===== src/rtl/seq_pkg.sv =====
package seq_pkg;

    typedef enum logic [1:0] {
        ST_RUN  = 2'd0,
        ST_HOLD = 2'd1,
        ST_INIT = 2'd2
    } seq_state_t;

    typedef struct packed {
        logic hold_ack;
        logic code_inta;
        logic mem_io;
        logic lock;
        logic byte_hi;
        logic coproc_ack;
        logic stat1;
        logic stat0;
    } ctl_pins_t;

    function automatic ctl_pins_t ctl_reset_value();
        ctl_pins_t v;
        v.stat0      = 1'b1;
        v.stat1      = 1'b1;
        v.coproc_ack = 1'b1;
        v.byte_hi    = 1'b1;
        v.lock       = 1'b1;
        v.mem_io     = 1'b0;
        v.code_inta  = 1'b0;
        v.hold_ack   = 1'b0;
        return v;
    endfunction

endpackage


===== src/rtl/phase_gen.sv =====
module phase_gen (
    input  logic clk,
    input  logic realign,
    output logic ph2_now
);
    logic ph2_q;

    always_ff @(posedge clk) begin
        if (realign) begin
            ph2_q <= 1'b1;
        end else begin
            ph2_q <= ~ph2_q;
        end
    end

    assign ph2_now = ph2_q;
endmodule


===== src/rtl/rst_width_mon.sv =====
module rst_width_mon #(
    parameter int MIN_RST_CYC = 16
) (
    input  logic clk,
    input  logic rst_in,
    output logic rst_rise,
    output logic rst_fall,
    output logic long_ok
);
    localparam int SAT = MIN_RST_CYC + 1;
    localparam int WW  = $clog2(SAT + 1);

    logic          rst_q;
    logic [WW-1:0] wcnt_q;

    always_ff @(posedge clk) begin
        rst_q <= rst_in;
        if (rst_in) begin
            if (wcnt_q != WW'(SAT)) begin
                wcnt_q <= wcnt_q + 1'b1;
            end
        end else begin
            wcnt_q <= '0;
        end
    end

    assign rst_rise = rst_in & ~rst_q;
    assign rst_fall = ~rst_in & rst_q;
    assign long_ok  = (wcnt_q > WW'(MIN_RST_CYC));
endmodule


===== src/rtl/init_timer.sv =====
module init_timer #(
    parameter int INIT_CYC = 50,
    localparam int CW = $clog2(INIT_CYC + 1)
) (
    input  logic          clk,
    input  logic          load,
    input  logic          step,
    output logic [CW-1:0] cnt,
    output logic          last
);
    logic [CW-1:0] cnt_q;

    always_ff @(posedge clk) begin
        if (load) begin
            cnt_q <= CW'(INIT_CYC);
        end else if (step && cnt_q != '0) begin
            cnt_q <= cnt_q - 1'b1;
        end
    end

    assign cnt  = cnt_q;
    assign last = (cnt_q == CW'(1));
endmodule


===== src/rtl/phase_reset_seq.sv =====
module phase_reset_seq
    import seq_pkg::*;
#(
    parameter int ADDR_W      = 24,
    parameter int INIT_CYC    = 50,
    parameter int MIN_RST_CYC = 16
) (
    input  logic              clk,
    input  logic              rst_in,
    output logic              ph_next2,
    output logic              ph_tick,
    output logic              pin_force,
    output logic [ADDR_W-1:0] addr_force,
    output logic [7:0]        ctl_force,
    output logic              data_float,
    output logic              start_fetch,
    output logic              short_rst
);
    localparam int CW = $clog2(INIT_CYC + 1);

    seq_state_t    state_q, state_d, resume_q;
    logic          rst_rise, rst_fall, long_ok;
    logic          ph2_now;
    logic [CW-1:0] init_cnt;
    logic          init_last;
    logic          start_q, short_q;
    logic          cnt_load, cnt_step;

    rst_width_mon #(.MIN_RST_CYC(MIN_RST_CYC)) u_mon (
        .clk     (clk),
        .rst_in  (rst_in),
        .rst_rise(rst_rise),
        .rst_fall(rst_fall),
        .long_ok (long_ok)
    );

    phase_gen u_phase (
        .clk    (clk),
        .realign(rst_rise),
        .ph2_now(ph2_now)
    );

    assign cnt_load = rst_fall & long_ok;
    assign cnt_step = (state_q == ST_INIT) & ~rst_in;

    init_timer #(.INIT_CYC(INIT_CYC)) u_timer (
        .clk (clk),
        .load(cnt_load),
        .step(cnt_step),
        .cnt (init_cnt),
        .last(init_last)
    );

    // next-state logic
    always_comb begin
        state_d = state_q;
        if (rst_in) begin
            state_d = ST_HOLD;
        end else begin
            unique case (state_q)
                ST_HOLD: state_d = long_ok ? ST_INIT : resume_q;
                ST_INIT: state_d = init_last ? ST_RUN : ST_INIT;
                ST_RUN:  state_d = ST_RUN;
                default: state_d = ST_RUN;
            endcase
        end
    end

    // state register and per-state registered flags
    always_ff @(posedge clk) begin
        state_q <= state_d;
        if (rst_in && state_q != ST_HOLD) begin
            resume_q <= state_q;
        end
        start_q <= (state_q == ST_INIT) && init_last && !rst_in;
        if (state_q == ST_HOLD && !rst_in) begin
            short_q <= !long_ok;
        end
    end

    // output decode
    always_comb begin
        pin_force  = (state_q == ST_HOLD);
        addr_force = pin_force ? '1 : '0;
        ctl_force  = pin_force ? ctl_reset_value() : 8'h00;
        data_float = pin_force;
    end

    assign ph_tick     = ph2_now;
    assign ph_next2    = ~ph2_now;
    assign start_fetch = start_q;
    assign short_rst   = short_q;

    // checker liveness: becomes true after the first edge
    logic chk_live;
    always_ff @(posedge clk) chk_live <= 1'b1;

    p_tick_alternates_r1: assert property (@(posedge clk) disable iff (!chk_live || rst_in)
        ph_tick |=> !ph_tick);
    p_tick_returns_r1: assert property (@(posedge clk) disable iff (!chk_live || rst_in)
        !ph_tick |=> ph_tick);
    p_realign_r2: assert property (@(posedge clk) disable iff (!chk_live)
        (rst_in && !$past(rst_in)) |=> ph_tick);
    p_pins_track_r4: assert property (@(posedge clk) disable iff (!chk_live)
        $past(rst_in) |-> (pin_force && data_float && &addr_force));
    p_start_one_cycle_r5: assert property (@(posedge clk) disable iff (!chk_live)
        start_fetch |=> !start_fetch);
    p_hold_freezes_count_r6: assert property (@(posedge clk) disable iff (!chk_live)
        (state_q == ST_HOLD && $past(state_q) == ST_HOLD) |-> $stable(init_cnt));
    p_no_start_in_hold_r6: assert property (@(posedge clk) disable iff (!chk_live)
        pin_force |-> !start_fetch);
endmodule


===== config.mk =====
export PLATFORM = sky130hd
export DESIGN_NAME = phase_reset_seq
export DESIGN_NICKNAME = d
export VERILOG_FILES = /design/src/rtl/seq_pkg.sv /design/src/rtl/phase_gen.sv /design/src/rtl/rst_width_mon.sv /design/src/rtl/init_timer.sv /design/src/rtl/phase_reset_seq.sv
export SDC_FILE = /design/constraint.sdc
export NUM_CORES = 1
export LEC_CHECK = 0
export BUFFER_PORTS_ARGS = -buffer_cell sky130_fd_sc_hd__buf_2
export CAP_MARGIN = 0
export CORE_UTILIZATION = 49
export DETAILED_ROUTE_END_ITERATION = 16
export PLACE_DENSITY = 0.78
export SLEW_MARGIN = 10
export SYNTH_ARGS = -nofsm -noshare
export SYNTH_HDL_FRONTEND = slang
export SYNTH_SLANG_ARGS = --single-unit

===== constraint.sdc =====
create_clock -name clk -period 1.7 [get_ports clk]
set_clock_uncertainty 0.05 [all_clocks]
set_input_delay 0.085 -clock clk [delete_from_list [all_inputs] [get_ports clk]]
set_output_delay 0.085 -clock clk [all_outputs]
set_load 0.005 [all_outputs]

=== Word-level counts from Yosys, hierarchy flattened ===
Index checks and enable logic that the tools add are counted.

* Bits of input ports: 2
* Latch bits: 0
* Memories: 0
* Register bits: 19
* Bits in read-only memories: 0
* Word-level logic and storage cells: 36
* RAM bits: 0

* Multiplexer cells: 5
* Multiply operators: 0
* Shift operators: 0
* $lt $le $gt $ge: 1
* Add/sub/neg operators: 2
* Bitwise gates (word level): 7
* Div/mod/pow operators: 0
* Reduce and logical (&&, ||, !) cells: 8
* Eq/ne operators: 5

{| class="wikitable"
|+ Operators with widths
! cell !! count
|-
| $mux W24 || 1
|-
| $eq A6 B1 Y1 const B || 1
|-
| $reduce_bool A6 Y1 || 1
|-
| $sub A6 B1 Y6 const B || 1
|-
| $add A5 B1 Y5 const B || 1
|-
| $gt A5 B5 Y1 const B || 1
|-
| $logic_and A1 B1 Y1 || 5
|-
| $mux W5 || 1
|-
| $ne A5 B5 Y1 const B || 1
|-
| $and A1 B1 Y1 || 4
|-
| $mux W2 || 2
|-
| $pmux W2 S2 || 1
|-
| $not A1 Y1 || 3
|-
| $eq A2 B1 Y1 const B || 1
|-
| $eq A2 B2 Y1 const B || 1
|-
| $logic_not A1 Y1 || 2
|-
| $ne A2 B1 Y1 const B || 1
|}

=== Depth between registers and ports, before layout ===
Gate-level depths: netlist of the first run.

* Depth in word-level cells: 3
* Mapped depth: 5
* Gate-level depth less buffers: 5

=== By module ===
A second synthesis of the first run with hierarchy kept.

* Cells, all modules: 131
* Area, all modules: 1,272.5 um2

{| class="wikitable"
|+ Modules (own cells, without submodules)
! module !! cells an instance !! instances !! area an instance (um2) !! sequential area each (um2)
|-
| phase_reset_seq || 56 || 1 || 525.5 || 150.1
|-
| init_timer || 40 || 1 || 399.1 || 120.1
|-
| rst_width_mon || 33 || 1 || 321.6 || 120.1
|-
| phase_gen || 2 || 1 || 26.3 || 20.0
|}

=== Least setup slack after synthesis of the first run ===
OpenSTA, ideal clock, no wires.

* Path kind: reg2reg
* From: register state_q[1]
* To: register short_q (netlist: short_rst) (enable)
* Path buffers: 0
* Arrival: 1,283 ps
* Stages on the path, launching flop included: 4
* Clock period less this slack: 1,641 ps
* Path slack: 59 ps
* Library setup time: 308 ps
* Cell sequence: dfxtp_1 -> inv_1 -> ha_1 -> nor2b_1

* Word-level cells in the longest chain between the ends: 2

{| class="wikitable"
|+ Ends and longest elaborated chain
! item !! line !! text
|-
| start, declared || phase_reset_seq.sv:21 || <nowiki>seq_state_t state_q, state_d, resume_q;</nowiki>
|-
| start signal, assigned || phase_reset_seq.sv:71 || <nowiki>state_q <= state_d;</nowiki>
|-
| $eq A2 B1 Y1 || n/a ||
|-
| named net data_float || phase_reset_seq.sv:15 || <nowiki>output logic data_float,</nowiki>
|-
| $logic_and A1 B1 Y1 || phase_reset_seq.sv:76 || <nowiki>if (state_q == ST_HOLD && !rst_in) begin</nowiki>
|-
| end signal, assigned || phase_reset_seq.sv:77 || <nowiki>short_q <= !long_ok;</nowiki>
|-
| end, declared || phase_reset_seq.sv:26 || <nowiki>logic start_q, short_q;</nowiki>
|}

The timed path passes the listed nets, and every way through them passes these cells.
A chain may end at the register's enable or synchronous reset.

=== Worst setup path after layout of the first run ===
* From: register u_mon.wcnt_q[0]
* To: register u_timer.cnt_q[4] (netlist: u_timer.cnt[4])

* Word-level cells in the longest chain between the ends: 2

{| class="wikitable"
|+ Ends and longest elaborated chain
! item !! line !! text
|-
| start, declared || rst_width_mon.sv:14 || <nowiki>logic [WW-1:0] wcnt_q;</nowiki>
|-
| start signal, assigned || rst_width_mon.sv:20 || <nowiki>wcnt_q <= wcnt_q + 1'b1;</nowiki>
|-
| $gt A5 B5 Y1 || rst_width_mon.sv:29 || <nowiki>assign long_ok = (wcnt_q > WW'(MIN_RST_CYC));</nowiki>
|-
| $and A1 B1 Y1 || phase_reset_seq.sv:43 || <nowiki>assign cnt_load = rst_fall & long_ok;</nowiki>
|-
| end signal, assigned || init_timer.sv:15 || <nowiki>cnt_q <= CW'(INIT_CYC);</nowiki>
|-
| end signal, assigned || init_timer.sv:17 || <nowiki>cnt_q <= cnt_q - 1'b1;</nowiki>
|-
| end, declared || init_timer.sv:11 || <nowiki>logic [CW-1:0] cnt_q;</nowiki>
|}

Every way passes these cells.

==> flow_summary.yaml, run 1 <==
yosys:
  synthArstFlopShare: 0
  synth_edf_count: 3
  synth_top_area_frac: 0.275
  synthTopCellsByCount: "buf_4, dfxtp_1, inv_1"
  synthTopCellsByArea: "dfxtp_1, buf_4, ha_1, edfxtp_1, inv_1"
  yosysTopAreaCell: "dfxtp_1"
  synth_area_um2: 1170
  yosysUniqueCellTypes: 35
  yosysWarnings: 0
  synthCells: 124
  synth_seq_cells: 19
  yosysSeqAreaShare: 0.352
  synth_ff_type: "dfxtp_1"
  yosysMostFrequentCell: "buf_4"
  syn_area_per_cell_um2: 9.40
sta:
  rsz0062_at_grt: "no"
  timing.fmax_mhz: 628
  finalHoldViolations: 0
  layout_min_cycle_time_ps: 1590
  period_share: 0.937
  fin_ws_ps: 108
  slew_violations: 0
  tns_ps: 0
  finalSetupViolCount: 0
final_layout:
  areaGrowthSynthToFinish_pct: 2.68
  fill_cells: 209
  drive_gt1_frac: 0.360
  utilization: 0.536
  stdcell_area_um2: 1200
  n_antenna_cell: 0
  final_nets: 147
floorplan:
  initial_core_util: 0.522
  chipHeight_um: 50.8
  coreArea_um2: 2230
  rows: 17
  die_w_um: 50.8
  die-area_um2: 2580
  io_pins: 40
route:
  viasPerCell: 4.99
  totalWireLength_um: 1730
  wl_per_cell_um: 10.5
  via_count: 818
  drt_pass1_iterations: 2
  drt_iter0_drc: 1
  ant_nets: 0
  drc: 0
grt:
  grt_pass1_wl_um: 2820
  grt_busiest_layer: "met2"
  gr-usage-all-layers: 0.148
  grt_max_degree: 22
  met1_usage: 0.154
  gr-total-overflow: 0
  grt_pass1_vias: 709
  grt_util_met3: 0.0303
  antenna_found_initial: 0
  use_met2: 0.269
clock_network:
  cts_root_buffer: "clkbuf_4"
  clk_latency_ps: 290
  cts_buffers: 3
  clock_sinks: 19
  cts.clk_slew.worst_paths_ps: 110
  clock_path_buffers: 2
  cts-htree-levels: 1
  cts_tree: "done"
critical_path:
  reg2reg_depth: 5
  r2r-start: "u_mon.wcnt_q[0]"
  cp-endpoint: "u_timer.cnt[4]"
  cp_max_fo: 7
  cp-start-kind: "flip-flop"
  crit_type: "flip-flop to flip-flop"
  rr_endpoint: "u_timer.cnt[4]"
  cp-end-kind: "flip-flop"
  cp.required_ps: 1840
  worstPathArrival_ps: 1730
  setup.worst_path.start: "u_mon.wcnt_q[0]"
  reg2reg_slack_ps: 110
min_path:
  min_path_cells: 1
  hp-class: "flip-flop to flip-flop"
power:
  powerDensity_nw_per_um2: 1030
  power.leakage_nw: 0.559
  p_total_w: 0.00123
  ir_drop_v: 0.000426
job:
  drv_cap: 0
place:
  io_buffers: 36
  place_congestion: 0.904
  place_ws_ps: 124
  place_area_um2: 1160
  place_hpwl_um: 1370
status:
  status: "finished, final reports clean"
-- worst min-delay path by stage --
stage,start,to,slack [ps]
2_1_floorplan,rst_in,u_mon.rst_q,60
4_1_cts,u_phase.ph2_now,u_phase.ph2_now,390
5_1_grt,u_phase.ph2_now,u_phase.ph2_now,410
3_5_place_dp,rst_in,u_mon.rst_q,230
3_3_place_gp,rst_in,u_mon.rst_q,220
6_report,u_phase.ph2_now,u_phase.ph2_now,380
-- worst max-delay path, stage by stage, from the launching register on --
cell and delay [ps]:
dfxtp_1 350, inv_1 100, ha_1 160, nor3b_2 320, nor2_1 130, or3_1 380
-- cells by family after synthesis --
kind of cell | count (synthesis) | synth area share
and+or+nand+nor | 27 | 0.138
adders and majority gates | 8 | 0.0858
buffers and inverters | 43 | 0.245
AOI/OAI and AO/OA | 18 | 0.111
muxes | 4 | 0.0354
xor gates and xnor gates | 4 | 0.0300
DFF | 19 | 0.352
other | 1 | 0.00322
-- power breakdown --
part	leakage [nW]	switching, W	internal [W]
logic	0.384	0.000213	0.000193
registers	0.157	0.0000655	0.000532
clock network	0.0177	0.000138	0.0000876
total	0.559	0.000416	0.000813
-- cell type report --
cell class | instances | area (um^2) | share of cell area
multi-input combinational | 64 | 482 | 0.402
sequential | 19 | 410 | 0.343
timing repair buffer | 39 | 205 | 0.171
inverter | 10 | 37.5 | 0.0313
tap | 28 | 35.0 | 0.0293
clock buffer | 3 | 22.5 | 0.0188
clock inverter | 1 | 5.00 | 0.00418
-- per-layer routing --
| metal | wire length (um) | up-vias | part of all wire |
|---|---|---|---|
| met3 | 71 | 4 | 0.041 |
| met2 | 887 | 27 | 0.51 |
| li1 | - | 408 | - |
| met5 | 0 | - | 0 |
| met1 | 737 | 379 | 0.43 |
| met4 | 31 | 0 | 0.018 |
-- per-stage QoR --
step	cells	hold WS, ps
after floorplan	126	62.7
final	164	378
after detailed placement	159	229
after global placement	159	225
after global routing	164	413
after CTS	164	386
-- flip-flops by register name, summed over array words and instances (netlist names) --
register and count:
start_fetch 1, resume_q 2, u_mon.wcnt_q 5, u_timer.cnt 6, u_phase.ph2_now 1, state_q 2
short_rst 1, u_mon.rst_q 1
-- layout by cell type, fill, tap and decap left out, types with 2 or more instances in the layout --
cell type,netlist,final
edfxtp_1,3,3
xor2_1,2,2
or3_1,2,2
nor2_1,8,8
clkbuf_4,0,3
buf_2,0,36
o21bai_1,2,2
ha_1,8,7
mux2i_1,3,3
nand3b_1,2,2
dfxtp_1,16,16
o21ai_0,6,6
buf_4,33,2
nand2_1,3,3
nand3_1,2,2
conb_1,1,3
a21oi_1,2,2
inv_1,10,10
xnor2_1,2,2
-- what timing repair did --
action,4_1_cts,5_1_grt
hold endpoints to repair,1,0
resized for setup,0,2
setup endpoints to repair,0,22
setup buffers,0,0
hold buffers,1,0
No activity file was read; power rests on OpenSTA's default activity.
==> run 2, diff against run 1 <==
- ABC_AREA: unset -> 1
- PLACE_DENSITY: 0.78 -> 0.79
==> run 2 against run 1 <==
Clock power is 4% higher. Synthesized cell count is 12% higher. Global-route usage is 1.1 points lower. Total power is 14% higher. Hold slack worse by 2.6 ps. Area after synthesis is 1.4% lower. Critical path type is now flip-flop to output pin. Largest cell class unchanged.
==> flow_summary.yaml, run 2 <==
status:
  status: "finished, final reports clean"
sta:
  slew_violations: 0
  period_share: 0.872
  rsz0062_at_grt: "no"
  layout_min_cycle_time_ps: 1480
  tns_ps: 0
  finalSetupViolCount: 0
  timing.fmax_mhz: 675
  finalHoldViolations: 0
  fin_hold_ws_ps: 375
yosys:
  yosysUniqueCellTypes: 24
  yosysWarnings: 0
  synthTopCellsByArea: "dfxtp_1, buf_4, ha_1, edfxtp_1, nand2_1"
  synthArstFlopShare: 0
  synth_top_area_frac: 0.279
  synthTopCellsByCount: "buf_4, nand2_1, dfxtp_1"
  yosysSeqAreaShare: 0.357
  synth_ff_type: "dfxtp_1"
  synth_edf_count: 3
  synthCells: 139
  synth_area_um2: 1150
  synth_seq_cells: 19
  syn_area_per_cell_um2: 8.27
  yosysTopAreaCell: "dfxtp_1"
  yosysMostFrequentCell: "buf_4"
critical_path:
  r2r-start: "u_mon.wcnt_q[0]"
  worstPathArrival_ps: 1350
  cp-end-kind: "output pin"
  crit_path_max_incr_delay_ps: 390
  cp.required_ps: 1560
  cp_max_fo: 21
  slowest_stage: "dfxtp_1"
  cp-start-kind: "flip-flop"
  setup.worst_path.start: "state_q[0]"
  crit_type: "flip-flop to output pin"
  path_cells: "ha_2, buf_4, buf_2"
power:
  power.leakage_nw: 0.578
  swShare: 0.376
  p_int_w: 0.000873
  power.switching_w: 0.000526
  powerDensity_nw_per_um2: 1190
  ir_drop_v: 0.000949
  power.share.clock: 0.167
  combPwrFrac: 0.387
  seqPwrFrac: 0.446
final_layout:
  fill_cells: 218
  final_common_cell: "buf_2"
  layout_common_cells: "buf_2, nand2_1, dfxtp_1, inv_1, nand3_1"
  n_antenna_cell: 0
  drive_gt1_frac: 0.347
  areaGrowthSynthToFinish_pct: 2.18
  largest_reg_flops: 6
  final_nets: 161
  utilization: 0.531
grt:
  antenna_found_initial: 0
  grt_pass1_vias: 654
  grt_pass1_wl_um: 2720
  grt_max_degree: 22
  gr-total-overflow: 0
  gr-usage-all-layers: 0.137
place:
  place_congestion: 0.822
  io_buffers: 36
  place_hpwl_um: 1330
route:
  top_layer: "met3"
  totalWireLength_um: 1670
  drt_iter0_drc: 9
  ant_nets: 0
  met1Wirelength_um: 740
  drt_pass1_iterations: 6
  wl_met3_um: 104
  wl_per_cell_um: 9.38
  drc: 0
  dr_wl_met2_um: 825
  via_count: 825
  viasPerCell: 4.63
clock_network:
  cts_tree: "done"
  clock_sinks: 19
  cts-htree-levels: 1
  cts_buffers: 3
  cts_root_buffer: "clkbuf_4"
  clk_latency_ps: 300
  clock_path_buffers: 2
  cts.clk_slew.worst_paths_ps: 120
min_path:
  hp-start: "u_phase.ph2_now"
  hp-class: "flip-flop to flip-flop"
floorplan:
  die_w_um: 50.4
  io_pins: 40
  coreArea_um2: 2210
  rows: 17
  die-area_um2: 2540
  chipHeight_um: 50.4
  initial_core_util: 0.520
job:
  drv_cap: 0
-- run 2: cell types whose count changed in the layout (fill, tap and decap cells not counted), moves of 2 or more --
cell and delta:
a21oi_1 +3, inv_2 +4, mux2i_1 -3, nand2_1 +17
nand3_1 +8, nand4_1 +2, nor2_2 +2, o21ai_0 -4
o21ai_1 +2, o21bai_1 -2, or3_1 -2
-- run 2: cell type report --
cell class,count,area [um^2],area share
inverters,15,56.3,0.0479
flip-flops and latches,19,410,0.349
clock inverters,1,7.51,0.00639
repair buffers,38,198,0.168
well taps,28,35.0,0.0298
clock buffers,3,22.5,0.0192
multi-input cells,74,445,0.379
-- run 2: what timing repair did --
action,in CTS,in global routing
endpoints found under the setup margin,0,20
setup buffers,0,0
hold endpoints to repair,1,0
gates resized for setup,0,1
hold buffers,1,0
-- run 2: path summary, 6_finish.rpt --
path	end	slack, ps	cells after the start
worst max-delay path	addr_force[11]	220	3
worst min-delay path	u_phase.ph2_now	380	1
worst max register to register	u_timer.cnt[0]	410	6
worst min register to register	u_phase.ph2_now	380	1
-- run 2: cell families (layout without fill, tap and decap cells) --
logic type	count (synthesis)	after routing	synth area share
XOR/XNOR	5	5	0.0381
flip-flops	19	19	0.357
adder cells (fa/ha/maj)	8	8	0.0871
other	1	3	0.00326
buffers and inverters	48	57	0.264
AND/OR/NAND/NOR	47	47	0.197
AO/OA/AOI/OAI	11	11	0.0533
-- run 2: worst max-delay path: cells and delay by family, from the launching register on --
kind / cells / cell delay, ps
adders and majority gates: 1 / 300
DFF: 1 / 390
buffers and inverters: 2 / 360
-- run 2: metal layers --
metal / global-route usage / vias to the layer above
met4: 0.0324 / 0
met5: 0 / -
met2: 0.251 / 32
met1: 0.160 / 368
met3: 0.0303 / 0
li1: - / 425
-- run 2: through the flow --
step	instance area, um^2	instances	power [W]	setup slack (ps)
floorplan	1160	141	0.00113	80.9
global placement	1130	173	0.00115	433
detailed placement	1130	173	0.00117	379
CTS	1170	178	0.00141	93.7
global route	1170	178	0.00152	102
finish	1170	178	0.00140	218
-- run 2: power by group through the flow --
stage                     logic (W)  clock network (W)  registers (W)
final                      0.000542           0.000234       0.000624
after global routing       0.000619           0.000264       0.000635
after CTS                  0.000546           0.000243       0.000622
after floorplan            0.000515                  0       0.000612
after global placement     0.000525                  0       0.000628
after detailed placement   0.000543                  0       0.000632
==> run 3, diff against run 2 <==
- CORE_UTILIZATION: 49 -> 40
- HOLD_SLACK_MARGIN: unset -> 0.03
- PLACE_DENSITY: 0.79 -> 0.7
==> run 3 against run 2 <==
Clock power hardly changed. Global-route usage decreased by 2.3 points. Register-to-register slack got worse by 20 ps. Routed wire length is 0.66% higher. Worst setup slack improved by 100 ps. Cell count rose by 2.2%. Sequential share of layout area shrank 0.18 points. Die area rose by 22%. Via count shrank 0.73%. Sequential power down 0.8%. Combinational power grew 1%. Critical path type unchanged.
==> flow_summary.yaml, run 3 (synthesis gave the netlist of run 2 again) <==
grt:
  grt_pass1_vias: 667
  gr-usage-all-layers: 0.114
  gr-total-overflow: 0
  grt_pass1_wl_um: 2840
  grt_max_degree: 19
  antenna_found_initial: 0
final_layout:
  final_common_cell: "buf_2"
  layout_common_cells: "buf_2, nand2_1, dfxtp_1, inv_1, nand3_1"
  n_antenna_cell: 0
  largest_reg_flops: 6
  final_nets: 162
  drive_gt1_frac: 0.344
  fill_cells: 283
  areaGrowthSynthToFinish_pct: 2.72
  stdcell_area_um2: 1180
  utilization: 0.432
clock_network:
  cts.clk_slew.worst_paths_ps: 120
  cts_buffers: 3
  clk_latency_ps: 310
  post_cts_buffers: 0
  clock_sinks: 19
  cts-htree-levels: 1
  cts_root_buffer: "clkbuf_4"
  cts_tree: "done"
  clock_path_buffers: 2
  cts.repair.resized: 0
critical_path:
  crit_type: "flip-flop to output pin"
  crit_path_max_incr_delay_ps: 360
  cp.required_ps: 1560
  cp-end-kind: "output pin"
  cp_max_fo: 18
  path_cells: "inv_1, ha_1, buf_4, buf_2"
  r2r-start: "u_timer.cnt[0]"
  setup.worst_path.start: "state_q[1]"
  slowest_stage: "dfxtp_1"
  cp-start-kind: "flip-flop"
  worstPathArrival_ps: 1250
power:
  swShare: 0.376
  seqPwrFrac: 0.442
  p_int_w: 0.000875
  power.switching_w: 0.000527
  ir_drop_v: 0.000691
  power.leakage_nw: 0.587
  power.share.clock: 0.167
  powerDensity_nw_per_um2: 1190
  combPwrFrac: 0.391
route:
  ant_nets: 0
  viasPerCell: 4.50
  drt_pass1_iterations: 3
  drc: 0
  drt_iter0_drc: 3
  wl_per_cell_um: 9.24
  via_count: 819
  totalWireLength_um: 1680
floorplan:
  initial_core_util: 0.421
  die-area_um2: 3090
  die_w_um: 55.6
  coreArea_um2: 2730
  rows: 19
  chipHeight_um: 55.6
  io_pins: 40
sta:
  layout_min_cycle_time_ps: 1380
  finalSetupViolCount: 0
  timing.fmax_mhz: 724
  slew_violations: 0
  finalHoldViolations: 0
  period_share: 0.813
  tns_ps: 0
  rsz0062_at_grt: "no"
job:
  drv_cap: 0
min_path:
  hp-start: "u_phase.ph2_now"
  hp-class: "flip-flop to flip-flop"
place:
  place_hpwl_um: 1350
  place_area_um2: 1140
  io_buffers: 36
  place_congestion: 0.832
status:
  status: "finished, final reports clean"
-- run 3: cell type report --
type	instances	area [um^2]	area share
clock buffer	3	22.5	0.0191
clock inverter	1	5.00	0.00424
inverter	15	56.3	0.0477
multi-input combinational	74	443	0.375
sequential	19	410	0.347
tap	31	38.8	0.0328
timing repair buffer	39	205	0.174
-- run 3: stage by stage --
stage          setup slack [ps]  hold WS (ps)  std cells  power, W
5_1_grt                     230           409        182   0.00152
3_3_place_gp                449           261        177   0.00115
3_5_place_dp                406           263        177   0.00118
6_report                    318           388        182   0.00140
4_1_cts                     295           403        182   0.00142
2_1_floorplan              80.9          62.7        141   0.00113
-- run 3: per-layer routing --
layer  wire, um  global-route usage
met3         95              0.0349
met1        722               0.134
met5          0                   0
met2        838               0.194
met4         25              0.0429
-- run 3: worst max-delay path: cells and delay by family (launching register included) --
family                   cells  cell delay [ps]
flip-flops                   1              360
buffers and inverters        3              370
adder cells (fa/ha/maj)      1              220
-- run 3: final timing paths --
kind	to	slack [ps]	cells after the start
setup / recovery	addr_force[6]	320	4
setup reg to reg	u_timer.cnt[4]	390	7
hold reg to reg	u_phase.ph2_now	390	1
hold / removal	u_phase.ph2_now	390	1
-- run 3: what timing repair did --
item                                    in CTS  in global routing
endpoints found under the setup margin       0                  0
hold buffers                                 1                  0
hold endpoints to repair                     2                  0
-- run 3: power by group through the flow --
stage	logic, W	clock network, W	registers [W]
2_1_floorplan	0.000515	0	0.000612
3_5_place_dp	0.000551	0	0.000629
4_1_cts	0.000557	0.000242	0.000619
5_1_grt	0.000626	0.000261	0.000633
3_3_place_gp	0.000526	0	0.000627
6_report	0.000548	0.000234	0.000619
